[config.mk]
export PLATFORM = sky130hd
export DESIGN_NAME = qdec_trig_counter
export DESIGN_NICKNAME = d
export VERILOG_FILES = /design/src/rtl/qdec_pkg.sv /design/src/rtl/qdec_sync.sv /design/src/rtl/qdec_filter.sv /design/src/rtl/qdec_decoder.sv /design/src/rtl/qdec_trig_counter.sv
export SDC_FILE = /design/constraint.sdc
export NUM_CORES = 1
export LEC_CHECK = 0
export BUFFER_PORTS_ARGS = -buffer_cell sky130_fd_sc_hd__buf_2
export CELL_PAD_IN_SITES_DETAIL_PLACEMENT = 0
export CELL_PAD_IN_SITES_GLOBAL_PLACEMENT = 1
export CORE_ASPECT_RATIO = 0.75
export CORE_MARGIN = 4
export CORE_UTILIZATION = 39
export CTS_BUF_LIST = sky130_fd_sc_hd__clkbuf_8
export DETAILED_ROUTE_END_ITERATION = 10
export MAX_ROUTING_LAYER = met4
export PLACE_DENSITY_LB_ADDON = 0.1
export SLEW_MARGIN = 20
export SYNTH_ARGS = -nofsm -noshare
export SYNTH_HDL_FRONTEND = slang
export SYNTH_HIERARCHICAL = 1
export SYNTH_SLANG_ARGS = --single-unit
[constraint.sdc]
create_clock -name clk -period 5.1 [get_ports clk]
set_clock_uncertainty 0.05 [all_clocks]
set_input_delay 0.51 -clock clk [delete_from_list [all_inputs] [get_ports clk]]
set_output_delay 0.51 -clock clk [all_outputs]
set_load 0.03 [all_outputs]
[src/rtl/qdec_pkg.sv]
// Package: shared constants and types of the triggered quadrature decoder.
// Assumes: input vectors are ordered {index, B, A}, bit 0 being phase A.
package qdec_pkg;
    parameter int QDEC_CNT_W       = 16;
    parameter int QDEC_FILT_LEN    = 3;
    parameter int QDEC_SYNC_STAGES = 2;

    localparam int QDEC_LINES = 3;
    localparam int LN_A   = 0;
    localparam int LN_B   = 1;
    localparam int LN_IDX = 2;

    typedef enum logic [1:0] {
        STEP_NONE = 2'd0,
        STEP_INC  = 2'd1,
        STEP_DEC  = 2'd2,
        STEP_BAD  = 2'd3
    } step_kind_e;
endpackage

[src/rtl/qdec_sync.sv]
// Module: multi-flop synchronizer for a vector of asynchronous lines.
// Assumes: each bit is independent; no bus coherency is needed.
module qdec_sync #(
    parameter int W      = 3,
    parameter int STAGES = 2
) (
    input  logic         clk,
    input  logic         rst_n,
    input  logic [W-1:0] din,
    output logic [W-1:0] dout
);
    logic [W-1:0] stage_q [STAGES];

    generate
        for (genvar s = 0; s < STAGES; s++) begin : g_stage
            // Purpose: shift each line one flop deeper per clock.
            always_ff @(posedge clk) begin
                if (!rst_n) stage_q[s] <= '0;
                else if (s == 0) stage_q[s] <= din;
                else stage_q[s] <= stage_q[(s == 0) ? 0 : s-1];
            end
        end
    endgenerate

    assign dout = stage_q[STAGES-1];
endmodule

[src/rtl/qdec_filter.sv]
// Module: per-line glitch filter. A new level is taken only after it has
// differed from the held level for LEN consecutive enabled cycles.
// Assumes: 'load' takes priority and copies din straight into the output.
module qdec_filter #(
    parameter int W   = 3,
    parameter int LEN = 3
) (
    input  logic         clk,
    input  logic         rst_n,
    input  logic         en,
    input  logic         load,
    input  logic [W-1:0] din,
    output logic [W-1:0] dout
);
    localparam int CW = $clog2(LEN + 1);
    localparam logic [CW-1:0] LAST = CW'(LEN - 1);

    generate
        for (genvar i = 0; i < W; i++) begin : g_line
            logic [CW-1:0] cnt_q;
            logic          lvl_q;

            // Purpose: count stable cycles of a differing level, then take it.
            always_ff @(posedge clk) begin
                if (!rst_n) begin
                    cnt_q <= '0;
                    lvl_q <= 1'b0;
                end else if (load) begin
                    cnt_q <= '0;
                    lvl_q <= din[i];
                end else if (en) begin
                    if (din[i] == lvl_q) begin
                        cnt_q <= '0;
                    end else if (cnt_q == LAST) begin
                        cnt_q <= '0;
                        lvl_q <= din[i];
                    end else begin
                        cnt_q <= cnt_q + 1'b1;
                    end
                end
            end

            assign dout[i] = lvl_q;
        end
    endgenerate
endmodule

[src/rtl/qdec_decoder.sv]
// Module: step decoder and position counter. Compares the filtered lines
// with their previous values, counts Gray steps and flags illegal ones.
// Assumes: 'clr' (trigger) takes priority over 'en'; init is the level set
// that the filters are loaded with in the same cycle.
module qdec_decoder
    import qdec_pkg::*;
#(
    parameter int CNT_W = 16
) (
    input  logic                  clk,
    input  logic                  rst_n,
    input  logic                  en,
    input  logic                  clr,
    input  logic [QDEC_LINES-1:0] init,
    input  logic [QDEC_LINES-1:0] filt,
    output logic [CNT_W-1:0]      pos,
    output logic                  dir,
    output logic                  step,
    output logic                  idx,
    output logic                  err
);
    logic [QDEC_LINES-1:0] prev_q;
    step_kind_e            kind;

    // Purpose: classify the change between previous and current phases.
    always_comb begin
        unique case ({filt[LN_A] ^ prev_q[LN_A], filt[LN_B] ^ prev_q[LN_B]})
            2'b00:   kind = STEP_NONE;
            2'b11:   kind = STEP_BAD;
            default: kind = (prev_q[LN_A] ^ filt[LN_B]) ? STEP_INC : STEP_DEC;
        endcase
    end

    // Purpose: update position, direction, pulses and error flag.
    always_ff @(posedge clk) begin
        if (!rst_n) begin
            prev_q <= '0;
            pos    <= '0;
            dir    <= 1'b0;
            step   <= 1'b0;
            idx    <= 1'b0;
            err    <= 1'b0;
        end else if (clr) begin
            prev_q <= init;
            pos    <= '0;
            step   <= 1'b0;
            idx    <= 1'b0;
            err    <= 1'b0;
        end else begin
            step <= 1'b0;
            idx  <= 1'b0;
            if (en) begin
                prev_q <= filt;
                idx    <= filt[LN_IDX] & ~prev_q[LN_IDX];
                unique case (kind)
                    STEP_INC: begin
                        pos  <= pos + 1'b1;
                        dir  <= 1'b1;
                        step <= 1'b1;
                    end
                    STEP_DEC: begin
                        pos  <= pos - 1'b1;
                        dir  <= 1'b0;
                        step <= 1'b1;
                    end
                    STEP_BAD: err <= 1'b1;
                    default:  ;
                endcase
            end
        end
    end
endmodule

[src/rtl/qdec_trig_counter.sv]
// Module: top of the triggered quadrature decoder. Applies input polarity,
// keeps run/armed state, forms the trigger and wires sync, filter, decoder.
// Assumes: all control inputs are synchronous to clk; encoder lines are not.
module qdec_trig_counter
    import qdec_pkg::*;
#(
    parameter int CNT_W       = QDEC_CNT_W,
    parameter int FILT_LEN    = QDEC_FILT_LEN,
    parameter int SYNC_STAGES = QDEC_SYNC_STAGES
) (
    input  logic             clk,
    input  logic             rst_n,
    input  logic             enc_a_i,
    input  logic             enc_b_i,
    input  logic             enc_idx_i,
    input  logic             inv_a_i,
    input  logic             inv_b_i,
    input  logic             inv_idx_i,
    input  logic             clk_en_wr_i,
    input  logic             clk_en_val_i,
    input  logic             sw_trig_i,
    input  logic             evt_i,
    input  logic             evt_trig_en_i,
    output logic [CNT_W-1:0] pos_o,
    output logic             dir_o,
    output logic             step_o,
    output logic             idx_o,
    output logic             run_o,
    output logic             err_o
);
    logic [QDEC_LINES-1:0] eff_in;
    logic [QDEC_LINES-1:0] sync_in;
    logic [QDEC_LINES-1:0] filt_in;
    logic                  run_q;
    logic                  armed_q;
    logic                  trig;
    logic                  active;

    // Purpose: apply per-line polarity before synchronizing.
    assign eff_in = {enc_idx_i ^ inv_idx_i, enc_b_i ^ inv_b_i, enc_a_i ^ inv_a_i};

    // Purpose: merge the software strobe and the gated event into a trigger.
    assign trig   = sw_trig_i | (evt_i & evt_trig_en_i);
    assign active = run_q & armed_q;

    // Purpose: clock-running status, set and cleared by control writes.
    always_ff @(posedge clk) begin
        if (!rst_n) run_q <= 1'b0;
        else if (clk_en_wr_i) run_q <= clk_en_val_i;
    end

    // Purpose: armed by a trigger, disarmed by a clock-disable write.
    always_ff @(posedge clk) begin
        if (!rst_n) armed_q <= 1'b0;
        else if (clk_en_wr_i && !clk_en_val_i) armed_q <= 1'b0;
        else if (trig) armed_q <= 1'b1;
    end

    qdec_sync #(.W(QDEC_LINES), .STAGES(SYNC_STAGES)) u_sync (
        .clk  (clk),
        .rst_n(rst_n),
        .din  (eff_in),
        .dout (sync_in)
    );

    qdec_filter #(.W(QDEC_LINES), .LEN(FILT_LEN)) u_filt (
        .clk  (clk),
        .rst_n(rst_n),
        .en   (active),
        .load (trig),
        .din  (sync_in),
        .dout (filt_in)
    );

    qdec_decoder #(.CNT_W(CNT_W)) u_dec (
        .clk  (clk),
        .rst_n(rst_n),
        .en   (active),
        .clr  (trig),
        .init (sync_in),
        .filt (filt_in),
        .pos  (pos_o),
        .dir  (dir_o),
        .step (step_o),
        .idx  (idx_o),
        .err  (err_o)
    );

    assign run_o = run_q;
endmodule

==> flow_summary.ini <==
[clock_network]
post-cts-setup-buffer-count = 0
clk_pin_slew_ps = 90
cts_inserted_buffers = 5
cts_tree = done
clock_latency_ps = 300
clk_path_buf_depth = 2
cts_resized = 0
cts.sinks = 40
cts_root_buffer = clkbuf_8
htreeDepth = 2
cts_hold_buffers = 0

[sta]
rsz0062_at_grt = no
fin_crit_ps = 3750
setup_slack_ps = 1350
holdWs_ps = 375.2
period_share_pct = 73.53
fmax_ghz = 0.2667
max_slew_margin_pct = 48.39
worst_pin_slew_ps = 774.1
hold_viol = 0
setup_viol = 0
setup_tns_ps = 0
slew_violations = 0

[global_routing]
antenna_found_initial = 0
grt_pass1_wl_um = 10970
overflow = 0
grt_start_max_net_pins = 27
track_usage_pct = 16.69
grt_pass1_vias = 2181

[setup_path]
worst_setup_path_end_kind = register
path_delay_family = compound AO/OA/AOI/OAI gates
path_class = register to register
max_stage_delay_ps = 650
worstPathArrival_ps = 3860
cp.required_ps = 5210
worst-path-max-fanout = 20
crit_path_frequent_cell = ha_1
path_buf_inv = 1
worst_setup_path_start_kind = register
slowest_stage = ha_1
cp_cell_sequence = xor2_1 -> ha_1 -> o21ai_0 -> ha_1 -> buf_4 -> or3b_1 -> a41oi_1 -> o21bai_1 -> a311oi_1 -> o21a_1 -> nor3_1

[synth]
synth_seq_area_share_pct = 29.99
ys_warn_count = 6
synth_edf_count = 0
synth_mux_area_share_pct = 3.374
yosysMostFrequentCell = dfxtp_1
synthesis.area_sq_mm = 0.002670
synth_compound_area_share_pct = 23.85
synthesis.instances = 336
synth_top_family_by_area = simple AND/OR/NAND/NOR gates
synth_top_area_cell = dfxtp_1
netlist_top_cells_count = dfxtp_1 (40), nand2_1 (29), a21oi_1 (19), nor2_1 (19), o21ai_0 (19)
synth_top_area_share_pct = 29.99
synthTopCellsByArea = dfxtp_1 (30%), nand2_1 (4.1%), xor2_1 (3.9%), a21oi_1 (3.6%), o21ai_0 (3.6%)
async_flop_share_pct = 0
yosys.area_share.xor_xnor_pct = 6.560
synth_fa_ha_area_share_pct = 2.343
syn_nets = 354
synth-simple-area-share_pct = 26.99
netlist-cell-type-count = 63
postSynthAreaPerCell_sq_um = 7.947
ys_ff_latch = 40
synth_ff_type = dfxtp_1

[final_layout]
antenna_cells = 0
num-nets-final = 368
seq_area_sq_um = 800.8
fin_area_sq_mm = 0.002935
drive_gt1_share_pct = 14.81
multi_input_area_sq_mm = 0.001685
syn_to_final_growth_pct = 9.935
nFillCells = 651

[place]
dpl_cell_area_sq_mm = 0.002824
globalplace.congestion = 0.8532
port_buffers = 33
hpwl_um = 4580
dp_worst_setup_slack_ps = 1348

[drt]
dr.pass1.iters = 4
drcViolationCount = 0
ant_nets = 0
drt_iter0_markers = 112
wl_um = 6496
post_drt_wl_per_cell_um = 15.04
viasPerCell = 5.567
vias = 2405

[floorplan]
dieArea_sq_mm = 0.008247
rows = 25
dieWidth_um = 103.5
io_pins = 34
coreArea_sq_mm = 0.006475
die_h_um = 79.66
initial_core_util_pct = 41.24

[min_path]
min_path_type = register to register

[outcome]
status = complete, no violations

[flow_run]
maxCapViolations = 0

[power]
power_density_mw_per_mm2 = 241.7
ir_drop_v = 0.00009921
p_leak_nw = 1.172
routing by layer:
layer	part of all wire [%]	track usage, %	vias up	routed length (um)
met4	0.32	3.187	0	21
li1	-	-	1239	-
met1	55	24.47	1117	3592
met5	0	-	-	0
met3	4.2	3.153	2	273
met2	40	23.89	47	2609
logic make-up (layout without fill, tap and decap cells):
logic type      count (synthesis)  in the layout
fa+ha+maj                       5              5
compound gates                 92             92
flops                          40             40
simple gates                  129            129
mux                             9              9
xor+xnor                       20             20
buf+inv                        41             56
worst reg2reg max path, stage by stage (launching register included):
cell,delay (ps)
dfxtp_1,450
xor2_1,180
ha_1,270
o21ai_0,300
ha_1,650
buf_4,330
or3b_1,430
a41oi_1,280
o21bai_1,120
a311oi_1,330
o21a_1,180
nor3_1,40
where the power goes:
group | leakage, nW | total (W) | switching [W] | internal (W)
registers | 0.324 | 0.000322 | 0.00000414 | 0.000318
logic | 0.794 | 0.000117 | 0.0000709 | 0.0000461
clock network | 0.0541 | 0.000270 | 0.000125 | 0.000145
total | 1.17 | 0.000709 | 0.000200 | 0.000509
placed cells by master, fill, tap and decap left out, types with 6 or more instances in the layout:
master    instances
dfxtp_1          40
buf_2            33
nand2_1          29
o21ai_0          19
a21oi_1          19
nor2_1           19
and2_1           14
xor2_1           12
inv_1            11
nand3_1          10
a21o_1            9
mux2i_1           9
nand2b_1          9
xnor2_1           8
nor2b_1           7
or3_1             7
nand4_1           6
path summary, 6_finish.rpt:
path | start | slack (ps) | cells past startpoint | endpoint
worst min register to register | u_dec/prev_q[2]$_SDFFE_PN0P_ | 380 | 1 | u_dec/idx$_SDFF_PP0_
worst max register to register | u_filt/g_line[1].lvl_q$_SDFFE_PN0P_ | 1350 | 11 | u_dec/pos[14]$_SDFFE_PP0P_
worst max-delay path | u_filt/g_line[1].lvl_q$_SDFFE_PN0P_ | 1350 | 11 | u_dec/pos[14]$_SDFFE_PP0P_
worst min-delay path | u_dec/prev_q[2]$_SDFFE_PN0P_ | 380 | 1 | u_dec/idx$_SDFF_PP0_
sequential cells by signal (all words and copies together), names as in the netlist:
| signal | flops |
|---|---|
| u_dec/dir | 1 |
| u_dec/step | 1 |
| u_dec/pos | 16 |
| u_dec/err | 1 |
| run_o | 1 |
| armed_q | 1 |
| u_sync/stage_q | 6 |
| u_dec/prev_q | 3 |
| u_filt/g_line.lvl_q | 3 |
| u_filt/g_line.cnt_q | 6 |
| u_dec/idx | 1 |
area by class of cell:
| class | instances | area share, % |
|---|---|---|
| inverter | 11 | 1.407 |
| clock buffer | 5 | 2.344 |
| tap | 81 | 3.453 |
| clock inverter | 3 | 1.449 |
| multi-input combinational | 255 | 57.42 |
| timing repair buffer | 37 | 6.650 |
| sequential | 40 | 27.28 |
per-stage QoR:
stage,cells,total power [W],utilization (%)
global route,432,0.0007451,45.33
global placement,424,0.0004463,43.61
floorplan,336,0.0004209,-
finish,432,0.0007093,45.33
CTS,432,0.0007191,45.33
detailed placement,424,0.0004461,43.61
Note: power is estimated with default switching activity, not from simulation.
